`src/rtl/rsds_fmt_pkg.sv`:
```
package rsds_fmt_pkg;
    localparam int unsigned COMP_W_DEF = 8;
    localparam int unsigned LANES_DEF  = 4;
    localparam int unsigned NCOL       = 3;
    localparam int unsigned NBUS       = 2;

    typedef enum logic {
        DEPTH6 = 1'b0,
        DEPTH8 = 1'b1
    } depth_e;
endpackage

```
`src/rtl/rsds_align_pipe.sv`:
```
module rsds_align_pipe #(
    parameter int unsigned W      = 8,
    parameter int unsigned STAGES = 2
) (
    input  logic         clk,
    input  logic         rst_n,
    input  logic [W-1:0] din,
    output logic [W-1:0] dout
);
    logic [W-1:0] stage_d [STAGES];
    logic [W-1:0] stage_q [STAGES];

    always_comb begin
        stage_d[0] = din;
        for (int i = 1; i < STAGES; i++) begin
            stage_d[i] = stage_q[i-1];
        end
    end

    always_ff @(posedge clk or negedge rst_n) begin
        if (!rst_n) begin
            for (int i = 0; i < STAGES; i++) begin
                stage_q[i] <= '0;
            end
        end else begin
            for (int i = 0; i < STAGES; i++) begin
                stage_q[i] <= stage_d[i];
            end
        end
    end

    assign dout = stage_q[STAGES-1];
endmodule

```
`src/rtl/rsds_half_split.sv`:
```
module rsds_half_split
    import rsds_fmt_pkg::*;
#(
    parameter int unsigned COMP_W = COMP_W_DEF,
    parameter int unsigned LANES  = LANES_DEF
) (
    input  logic [COMP_W-1:0] comp,
    input  depth_e            depth,
    input  logic              swap,
    output logic [LANES-1:0]  rise,
    output logic [LANES-1:0]  fall
);
    logic [LANES-1:0] even_b;
    logic [LANES-1:0] odd_b;

    always_comb begin
        for (int i = 0; i < LANES; i++) begin
            if (depth == DEPTH6 && i == LANES - 1) begin
                even_b[i] = 1'b0;
                odd_b[i]  = 1'b0;
            end else begin
                even_b[i] = comp[2*i];
                odd_b[i]  = comp[2*i+1];
            end
        end
        for (int i = 0; i < LANES; i++) begin
            rise[i] = swap ? even_b[LANES-1-i] : even_b[i];
            fall[i] = swap ? odd_b[LANES-1-i]  : odd_b[i];
        end
    end
endmodule

```
`src/rtl/rsds_skew_hold.sv`:
```
module rsds_skew_hold #(
    parameter int unsigned SKEW_W = 3
) (
    input  logic              clk,
    input  logic              rst_n,
    input  logic              blank,
    input  logic [SKEW_W-1:0] skew_in,
    output logic [SKEW_W-1:0] skew_out
);
    logic [SKEW_W-1:0] skew_d;
    logic [SKEW_W-1:0] skew_q;

    always_comb begin
        skew_d = blank ? skew_in : skew_q;
    end

    always_ff @(posedge clk or negedge rst_n) begin
        if (!rst_n) begin
            skew_q <= '0;
        end else begin
            skew_q <= skew_d;
        end
    end

    assign skew_out = skew_q;
endmodule

```
`src/rtl/rsds_col_fmt.sv`:
```
module rsds_col_fmt
    import rsds_fmt_pkg::*;
#(
    parameter int unsigned COMP_W = COMP_W_DEF,
    parameter int unsigned LANES  = LANES_DEF,
    parameter int unsigned SKEW_W = 3,
    parameter int unsigned LAT    = 3
) (
    input  logic                     clk,
    input  logic                     rst_n,
    input  logic                     line_active,
    input  logic                     depth8,
    input  logic                     mount_swap,
    input  logic [SKEW_W-1:0]        skew_sel,
    input  logic [NCOL*COMP_W-1:0]   front_pix,
    input  logic [NCOL*COMP_W-1:0]   back_pix,
    output logic                     fwd_clk_f,
    output logic                     fwd_clk_b,
    output logic [NCOL*LANES-1:0]    f_rise,
    output logic [NCOL*LANES-1:0]    f_fall,
    output logic [NCOL*LANES-1:0]    b_rise,
    output logic [NCOL*LANES-1:0]    b_fall,
    output logic                     col_start,
    output logic [SKEW_W-1:0]        skew_pad
);
    localparam int unsigned PIX_W   = NCOL * COMP_W;
    localparam int unsigned BUS_W   = NCOL * LANES;
    localparam int unsigned PIPE_W  = 3 + NBUS * PIX_W;
    localparam int unsigned STAGES  = (LAT > 1) ? LAT - 1 : 1;

    typedef struct packed {
        logic                   act;
        logic                   d8;
        logic                   sw;
        logic [NBUS*PIX_W-1:0]  pix;
    } word_t;

    typedef struct packed {
        logic              act;
        logic              start;
        logic [BUS_W-1:0]  fr;
        logic [BUS_W-1:0]  ff;
        logic [BUS_W-1:0]  br;
        logic [BUS_W-1:0]  bf;
    } out_t;

    word_t head_w;
    word_t tail_w;
    logic [PIPE_W-1:0] tail_vec;

    assign head_w = '{act: line_active, d8: depth8, sw: mount_swap,
                      pix: {back_pix, front_pix}};

    rsds_align_pipe #(.W(PIPE_W), .STAGES(STAGES)) u_pipe (
        .clk   (clk),
        .rst_n (rst_n),
        .din   (head_w),
        .dout  (tail_vec)
    );

    assign tail_w = word_t'(tail_vec);

    logic [NBUS*BUS_W-1:0] rise_w;
    logic [NBUS*BUS_W-1:0] fall_w;
    depth_e tail_depth;

    assign tail_depth = tail_w.d8 ? DEPTH8 : DEPTH6;

    for (genvar gb = 0; gb < NBUS; gb++) begin : g_bus
        for (genvar gc = 0; gc < NCOL; gc++) begin : g_col
            rsds_half_split #(.COMP_W(COMP_W), .LANES(LANES)) u_split (
                .comp  (tail_w.pix[gb*PIX_W + gc*COMP_W +: COMP_W]),
                .depth (tail_depth),
                .swap  (tail_w.sw),
                .rise  (rise_w[gb*BUS_W + gc*LANES +: LANES]),
                .fall  (fall_w[gb*BUS_W + gc*LANES +: LANES])
            );
        end
    end

    out_t out_d;
    out_t out_q;

    always_comb begin
        out_d = '0;
        out_d.act = tail_w.act;
        out_d.start = tail_w.act && !out_q.act;
        if (tail_w.act) begin
            out_d.fr = rise_w[0 +: BUS_W];
            out_d.ff = fall_w[0 +: BUS_W];
            out_d.br = rise_w[BUS_W +: BUS_W];
            out_d.bf = fall_w[BUS_W +: BUS_W];
        end
    end

    always_ff @(posedge clk or negedge rst_n) begin
        if (!rst_n) begin
            out_q <= '0;
        end else begin
            out_q <= out_d;
        end
    end

    rsds_skew_hold #(.SKEW_W(SKEW_W)) u_skew (
        .clk      (clk),
        .rst_n    (rst_n),
        .blank    (!line_active),
        .skew_in  (skew_sel),
        .skew_out (skew_pad)
    );

    assign fwd_clk_f = clk;
    assign fwd_clk_b = clk;
    assign f_rise    = out_q.fr;
    assign f_fall    = out_q.ff;
    assign b_rise    = out_q.br;
    assign b_fall    = out_q.bf;
    assign col_start = out_q.start;
endmodule

```
`config.mk`:
```
export PLATFORM = sky130hd
export DESIGN_NAME = rsds_col_fmt
export DESIGN_NICKNAME = d
export VERILOG_FILES = /design/src/rtl/rsds_fmt_pkg.sv /design/src/rtl/rsds_align_pipe.sv /design/src/rtl/rsds_half_split.sv /design/src/rtl/rsds_skew_hold.sv /design/src/rtl/rsds_col_fmt.sv
export SDC_FILE = /design/constraint.sdc
export NUM_CORES = 1
export LEC_CHECK = 0
export BUFFER_PORTS_ARGS = -buffer_cell sky130_fd_sc_hd__buf_2
export CORE_MARGIN = 10
export CORE_UTILIZATION = 53
export CTS_CLUSTER_DIAMETER = 30
export DETAILED_ROUTE_END_ITERATION = 10
export PLACE_DENSITY = 0.78
export SLEW_MARGIN = 10
export SYNTH_ARGS = -nofsm -noshare
export SYNTH_HDL_FRONTEND = slang
export SYNTH_SLANG_ARGS = --single-unit
```
`constraint.sdc`:
```
create_clock -name clk -period 1.4 [get_ports clk]
set_input_delay 0.28 -clock clk [delete_from_list [all_inputs] [get_ports clk]]
set_output_delay 0.28 -clock clk [all_outputs]
set_load 0.005 [all_outputs]
```
==> metrics.md, run 1 <==
| Metric | Value |
|---|---|
| Routability congestion estimate | 0.716 |
| Die W | 117 um |
| Post-route minimum period | 1.40 ns |
| Clock transition at path regs | 0.07 ns |
| Core Region | 9240 um^2 |
| Hpwl dp | between 5 and 6 mm |
| Critical path fanouts, max | 2 |
| Largest net degree at the start of global routing | 41 |
| DRT Pass-1 Iters | 4 |
| Chip height | about 120 um |
| Worst IR drop on VDD | just over 0.001 V |
| NumNets Final | about 490 |
| Via density | 4.62 |
| Vias in the first global route | roughly 3000 |
| Synth top area share | 0.770 |
| Worst path slowest cell | dfrtp_1 |
| Area grow syn2layout | 30.9% |
| Headroom to the max-slew limit | 0.468 |
| Final Max Tran Viols | 0 |
| Worst path cell trace | buf_2 |
| PortBufs | 109 |
| Fin cells | 571 |
| Cells after DPL | 478 |
| Pwr Density | 1530 nW/um^2 |
| Share of cells above drive strength 1 | 0.357 |
| Initial antenna violation count | 0 |
| Mapped cell area | 5030 um^2 |
| CP Launch Type | register |
| Post-synth net total | between 300 and 400 |
| Initial DRC count | 131 |
| Worst-Margin Slew | 0.798 ns |
| Die area | 13800 um^2 |
| Cell family with most CP delay | flip-flops |
| Max Freq | between 0.7 and 0.8 GHz |
| Synthesized instance count | 296 |
| Leak pwr | about 3.2 nW |
| Top-Level Pins | between 100 and 150 |
| HP Class | primary input to async pin |
| Distinct cell type count after synthesis | 10 |
| Wire per inst | 16.1 um |
| FP Rows | 35 |
| Crit path capture type | output port |
| Syn_area_per_cell | 17.0 um^2 |
| Setup violators final | 2 |
| Diode count | 0 |
| CP Class | register to output port |
| Tot GR Track Use | 0.141 |
| Clock Skews | about 0.012 ns |
| Arrival @ worst endpoint | 1.12 ns |
| Fill count | around 570 |
| Later-pin clock latency in the skew report | 0.61 ns |
| Drt total wl | 9.20 mm |
| CP required | 1.12 ns |
| RSZ-0062 raised after global routing | yes |
| First-pass GRT wire length | 15.2 mm |
| Synth area leader | dfrtp_1 |
| Sequential cell area fraction in the yosys report | 0.770 |
| Outcome | complete, but fails checks |
| Final worst slack | -0.000836 ns |
| CTS tree | done |
| Fin crit share | 1.00 |
| Violated checks | setup timing |
| Area of the multi-input gates | 693 um^2 |
| Flops & latches, synth | 155 |
| Main area contributors after synthesis | dfrtp_1 77%, buf_4 8.1%, a32o_1 4.8%, mux2i_1 4.8%, nor2b_1 3.2% |
| Fin util | 0.713 |
| Yosys warnings | 0 |
| Final antenna-violating net count | 0 |
| Grt total ovfl | 0 |
| Worst stage delay on the critical path | 0.38 ns |
| Register area | 3880 um^2 |
| Final hold vios | 0 |
| Vias | approximately 2600 |
| DP Worst Slack | -0.0767 ns |
| DRC | 0 |
| Starting Density | 0.545 |
| Crit path buffers/inverters | 1 |
| Max cap viols | 0 |
[cell type report]
type,count,share of cell area
flip-flops and latches,155,0.588
repair buffers,171,0.185
multi-input cells,78,0.105
clock buffers,26,0.0774
well taps,129,0.0245
clock inverters,12,0.0195
[power by group]
part           internal [mW]  switching [mW]  leakage (nW)  total [mW]
Sequential              4.72          0.0995          1.87        4.82
Combinational          0.348           0.278          1.03       0.626
Clock                   2.79            1.87         0.313        4.65
Total                   7.86            2.24          3.22        10.1
[repair_timing]
item	CTS	global route
resized for setup	1	2
endpoints found under the setup margin	56	55
hold endpoints to repair	209	0
buffers inserted	1	1
hold buffers	55	0
[Yosys cell counts]
cell,number
buf_6,4
mux2i_1,24
clkbuf_1,4
dfrtp_1,155
a32o_1,24
and2_4,1
buf_4,54
nor2b_1,26
mux2_2,3
buf_2,1
[path summary, 6_finish.rpt]
check,cells after the start,from,slack (ns),endpoint
max,1,u_skew.skew_out[1]$_DFFE_PN0N_,-0.0008,skew_pad[1]
min,2,rst_n,0.15,u_pipe.dout[12]$_DFF_PN0_
max reg2reg,3,u_pipe.dout[50]$_DFF_PN0_,0.11,f_rise[0]$_DFF_PN0_
min reg2reg,0,u_pipe.stage_d[25]$_DFF_PN0_,0.34,u_pipe.dout[25]$_DFF_PN0_
max in group asynchronous,3,rst_n,0.73,f_fall[4]$_DFF_PN0_
min in group clk,2,back_pix[10],0.30,u_pipe.stage_d[34]$_DFF_PN0_
[routing by layer]
| layer | vias up | global-route usage | share of wire |
|---|---|---|---|
| li1 | 1215 | - | - |
| met1 | 1322 | 0.153 | 0.40 |
| met2 | 95 | 0.226 | 0.51 |
| met3 | 6 | 0.0719 | 0.073 |
| met4 | 0 | 0.0641 | 0.011 |
| met5 | - | 0 | 0 |
[per-stage QoR]
stage / instance area [um^2] / TNS [ns] / hold WS (ns) / power (mW)
finish: 6590 / -0.000873 / 0.152 / 10.1
global route: 6590 / -1.46 / 0.156 / 10.5
CTS: 6580 / -0.445 / 0.142 / 10.2
detailed placement: 5380 / -0.887 / 0.222 / 5.47
global placement: 5380 / 0 / 0.215 / 5.43
floorplan: 5030 / 0 / -0.0156 / 5.27
[flip-flops by register name (all words and copies together) (netlist names)]
register,flops
u_pipe.dout,51
u_pipe.stage_d,51
b_fall,12
b_rise,12
f_fall,12
f_rise,12
u_skew.skew_out,3
col_start,1
out_q,1
[layout by cell type (no fill, tap or decap)]
cell type      count
nor2b_4            1
buf_6              3
dlygate4sd3_1     55
mux2_2             3
and2_4             1
mux2i_1           24
clkbuf_1           1
a32o_1            24
inv_8              2
clkinv_4           4
nor2b_1           25
inv_6              3
buf_4              4
bufinv_16          1
clkbuf_16         16
dfrtp_1          155
buf_12             4
clkinvlp_4         2
buf_2            107
clkbuf_8           7
[kinds of logic (layout without fill, tap and decap cells)]
family                 after synthesis  in the layout  synth area share
muxes                               27             27            0.0544
buffers and inverters               63            209            0.0934
AOI/OAI and AO/OA                   24             24            0.0477
and+or+nand+nor                     27             27            0.0340
DFF                                155            155             0.770
Note: power is estimated with default switching activity, not from simulation.
==> run 2: changes to the inputs <==
BUFFER_PORTS_ARGS = -buffer_cell sky130_fd_sc_hd__clkbuf_2   (was -buffer_cell sky130_fd_sc_hd__buf_2)
==> run 2 against run 1 <==
Compared with the run above: the run now fails in global routing; synthesized cell count is the same; synthesized area is the same.
==> metrics.md, run 2 <==
| Metric | Value |
|---|---|
| EDFF count, synth | 0 (unchanged) |
| Most numerous cell in the Yosys netlist | dfrtp_1 (unchanged) |
| Stop Error | [ERROR GRT-0232] Routing congestion too high. Check the congestion heatmap in the GUI. |
| Yosys warnings | 0 (unchanged) |
| Starting Density | 0.545 (unchanged) |
| Hpwl dp | 6.03 mm (was 5.82 mm) |
| Tot GR Track Use | 53.9 |
| Synth top area share | 0.770 (unchanged) |
| Syn_area_per_cell | 17.0 um^2 (unchanged) |
| Distinct cell type count after synthesis | 10 (unchanged) |
| Last step reached | global routing |
| Grt total ovfl | 524000 |
| Top-Level Pins | 110 (unchanged) |
| Synthesized instance count | 296 (unchanged) |
| Synth area leader | dfrtp_1 (unchanged) |
| Commonest cells post-synth | 155 x dfrtp_1, 54 x buf_4, 26 x nor2b_1 (unchanged) |
| Die W | 117 um (unchanged) |
| Synth async-reset ratio | 1.00 (unchanged) |
| Routability congestion estimate | 0.701 (was 0.716) |
| Largest net degree at the start of global routing | slightly below 50 |
| Ys flop type | dfrtp_1 (unchanged) |
| Main area contributors after synthesis | dfrtp_1 77%, buf_4 8.1%, a32o_1 4.8%, mux2i_1 4.8%, nor2b_1 3.2% (unchanged) |
| Outcome | did not finish (was complete, but fails checks) |
| Sequential cell area fraction in the yosys report | 0.770 (unchanged) |
| Flops & latches, synth | 155 (unchanged) |
| Clk buf depth | 2 |
| CTS root buf | clkbuf_8 |
| PortBufs | 109 (unchanged) |
| H-tree depth | 4 |
| Post-synth net total | 352 (unchanged) |
| Mapped cell area | 5030 um^2 (unchanged) |
| FP Rows | 35 (unchanged) |
| Num CTS Buffers | 17 |
| Chip height | 117 um (unchanged) |
[run 2: cell counts after synthesis]
No cell type changed its count.
[run 2: cell families after synthesis]
| group | share of synthesized area |
|---|---|
| buf+inv | 0.0934 |
| flops | 0.770 |
| compound gates | 0.0477 |
| mux | 0.0544 |
| simple gates | 0.0340 |
[run 2: timing repair]
action,CTS
setup buffers,3
hold buffers,47
resized for setup,2
endpoints found under the hold margin,148
endpoints found under the setup margin,26
[run 2: metrics by stage]
step	cell area, um^2	setup WS [ns]	hold slack (ns)	instances	TNS, ns
after floorplan	5030	0.194	-0.0156	296	0
after global placement	5370	-0.00393	0.178	479	-0.0270
after detailed placement	5370	-0.115	0.188	479	-1.78
after CTS	6530	0.00923	0.0977	561	0
[run 2: per-layer routing]
metal  GRT overflow  global-route usage
met5              0                   0
met4              0              0.0611
met3              0              0.0897
met2         393000                 138
met1         131000                40.6
==> run 3: changes to the inputs <==
CORE_UTILIZATION = 40   (was 53)
CTS_CLUSTER_DIAMETER = unset   (was 30)
PLACE_DENSITY = unset   (was 0.78)
PLACE_DENSITY_LB_ADDON = 0.15   (was unset)
==> run 3 against run 2 <==
Compared with the run above: the flow now finishes without violations.
==> metrics.md, run 3 (synthesis gave the netlist of run 1 again) <==
| Metric | Value |
|---|---|
| Outcome | complete, no violations (was did not finish) |
| Clock Skews | about 0.34 ns |
| Most used cells in the layout excluding fill and tap cells | 155 x dfrtp_1, 108 x clkbuf_2, 46 x dlygate4sd3_1 |
| CP required | 1.12 ns |
| PortBufs | 109 (unchanged) |
| Later-pin clock latency in the skew report | 0.49 ns |
| Share of cells above drive strength 1 | 0.354 |
| Register area | ~3900 um^2 |
| Vias in the first global route | 2900 |
| Clk buf depth | 2 (unchanged) |
| Worst stage delay on the critical path | 0.39 ns |
| Worst IR drop on VDD | 0.000924 V |
| Drt total wl | 8.85 mm |
| Fin crit share | 0.917 |
| Setup violators final | 0 |
| First-pass GRT wire length | 14.5 mm |
| Worst path slowest cell | dfrtp_1 |
| CP Class | register to output port |
| Top-Level Pins | 110 (unchanged) |
| Pwr Density | approximately 1600 nW/um^2 |
| Wire per inst | 14.8 um |
| Critical path fanouts, max | 1 |
| Via density | 4.30 |
| Clock transition at path regs | 0.06 ns |
| WP depth | 1 |
| Starting Density | 0.414 (was 0.545) |
| R2R depth | 4 |
| Chip height | 132 um (was 117 um) |
| Headroom to the max-slew limit | 0.455 |
| Initial DRC count | 218 |
| Area grow syn2layout | 30.5% |
| Crit path capture type | output port |
| Cells on Worst Hold Path | 1 |
| Initial antenna violation count | 0 |
| FP Rows | 40 (was 35) |
| Setup total negative slack | 0 ns |
| Routability congestion estimate | 0.702 (was 0.701) |
| DRC | 0 |
| Area of the multi-input gates | 693 um^2 |
| Max cap viols | 0 |
| Worst-Margin Slew | 0.818 ns |
| NumNets Final | around 470 |
| Die area | ~17000 um^2 |
| Final worst slack | between 0.1 and 0.15 ns |
| HP Class | primary input to register |
| Worst path cell trace | clkbuf_2 |
| Num CTS Buffers | 17 (unchanged) |
| Core Region | roughly 12000 um^2 |
| Diode count | 0 |
| Arrival @ worst endpoint | 1.00 ns |
| Hpwl dp | 5.80 mm (was 6.03 mm) |
| Final hold vios | 0 |
| Cell family with most CP delay | flip-flops |
| Crit path buffers/inverters | 1 |
| CTS tree | done |
| Final hold slack | roughly 0.0098 ns |
| End of the worst hold path | u_pipe.stage_d[22]$_DFF_PN0_ |
| DRT Pass-1 Iters | 5 |
| H-tree depth | 4 (unchanged) |
| Vias | ~2600 |
| RSZ-0062 raised after global routing | no |
| Final antenna-violating net count | 0 |
| Max Freq | 0.779 GHz |
| Worst r2r dst | f_rise[10]$_DFF_PN0_ |
| Start of the worst register-to-register path | u_pipe.dout[48]$_DFF_PN0_ |
| Fill count | 978 |
| Largest net degree at the start of global routing | 50 |
| Grt total ovfl | 0 |
| Post-route minimum period | between 1 and 1.5 ns |
| CTS root buf | clkbuf_16 (was clkbuf_8) |
| Final Max Tran Viols | 0 |
| Die W | 132 um (was 117 um) |
| DP Worst Slack | -0.137 ns (was -0.115 ns) |
| Commonest non-fill, non-tap cell in the layout | dfrtp_1 |
| Total power | approximately 11 mW |
| Min-delay src | front_pix[22] |
| Tot GR Track Use | 0.107 |
| Leak pwr | about 3.2 nW |
| FF-to-FF setup slack | 0.16 ns |
| CP Launch Type | register |
-- run 3: metrics by stage --
stage	utilization	area [um^2]	std cells
after floorplan	-	5030	296
after global placement	0.445	5410	516
after detailed placement	0.445	5410	516
after CTS	0.536	6520	591
after global routing	0.540	6570	597
final	0.540	6570	597
-- run 3: repair_timing --
item,CTS,global route
endpoints found under the hold margin,156,7
resized for setup,1,1
pin swaps,0,0
setup endpoints to repair,26,3
buffers inserted,4,0
hold buffers,39,7
-- run 3: layout make-up --
class	count	share of cell area
sequential	155	0.590
timing repair buffer	159	0.166
multi-input combinational	78	0.105
clock buffer	27	0.0748
clock inverter	10	0.0320
tap	168	0.0320
-- run 3: how the worst max path moves through the flow --
stage                                       to                       from  slack, ns
after floorplan            b_rise[0]$_DFF_PN0_  u_pipe.dout[48]$_DFF_PN0_       0.19
after global placement     f_fall[3]$_DFF_PN0_  u_pipe.dout[48]$_DFF_PN0_      -0.09
after detailed placement  f_fall[11]$_DFF_PN0_  u_pipe.dout[48]$_DFF_PN0_      -0.14
after CTS                            fwd_clk_f                        clk      0.004
after global routing                 b_fall[3]        b_fall[3]$_DFF_PN0_       0.05
final                                b_fall[3]        b_fall[3]$_DFF_PN0_       0.12
-- run 3: report_power, final --
group	total [mW]	internal (mW)	switching [mW]
Clock	5.30	3.59	1.71
Combinational	0.585	0.317	0.268
Sequential	4.83	4.73	0.101
-- run 3: layer usage --
layer  up-vias  GRT usage  part of all wire  wire length [um]
met4         0     0.0495             0.013               114
met5         -          0                 0                 0
met1      1289      0.124              0.43              3830
li1       1183          -                 -                 -
met2        85      0.166              0.49              4340
met3         9     0.0503             0.064               568
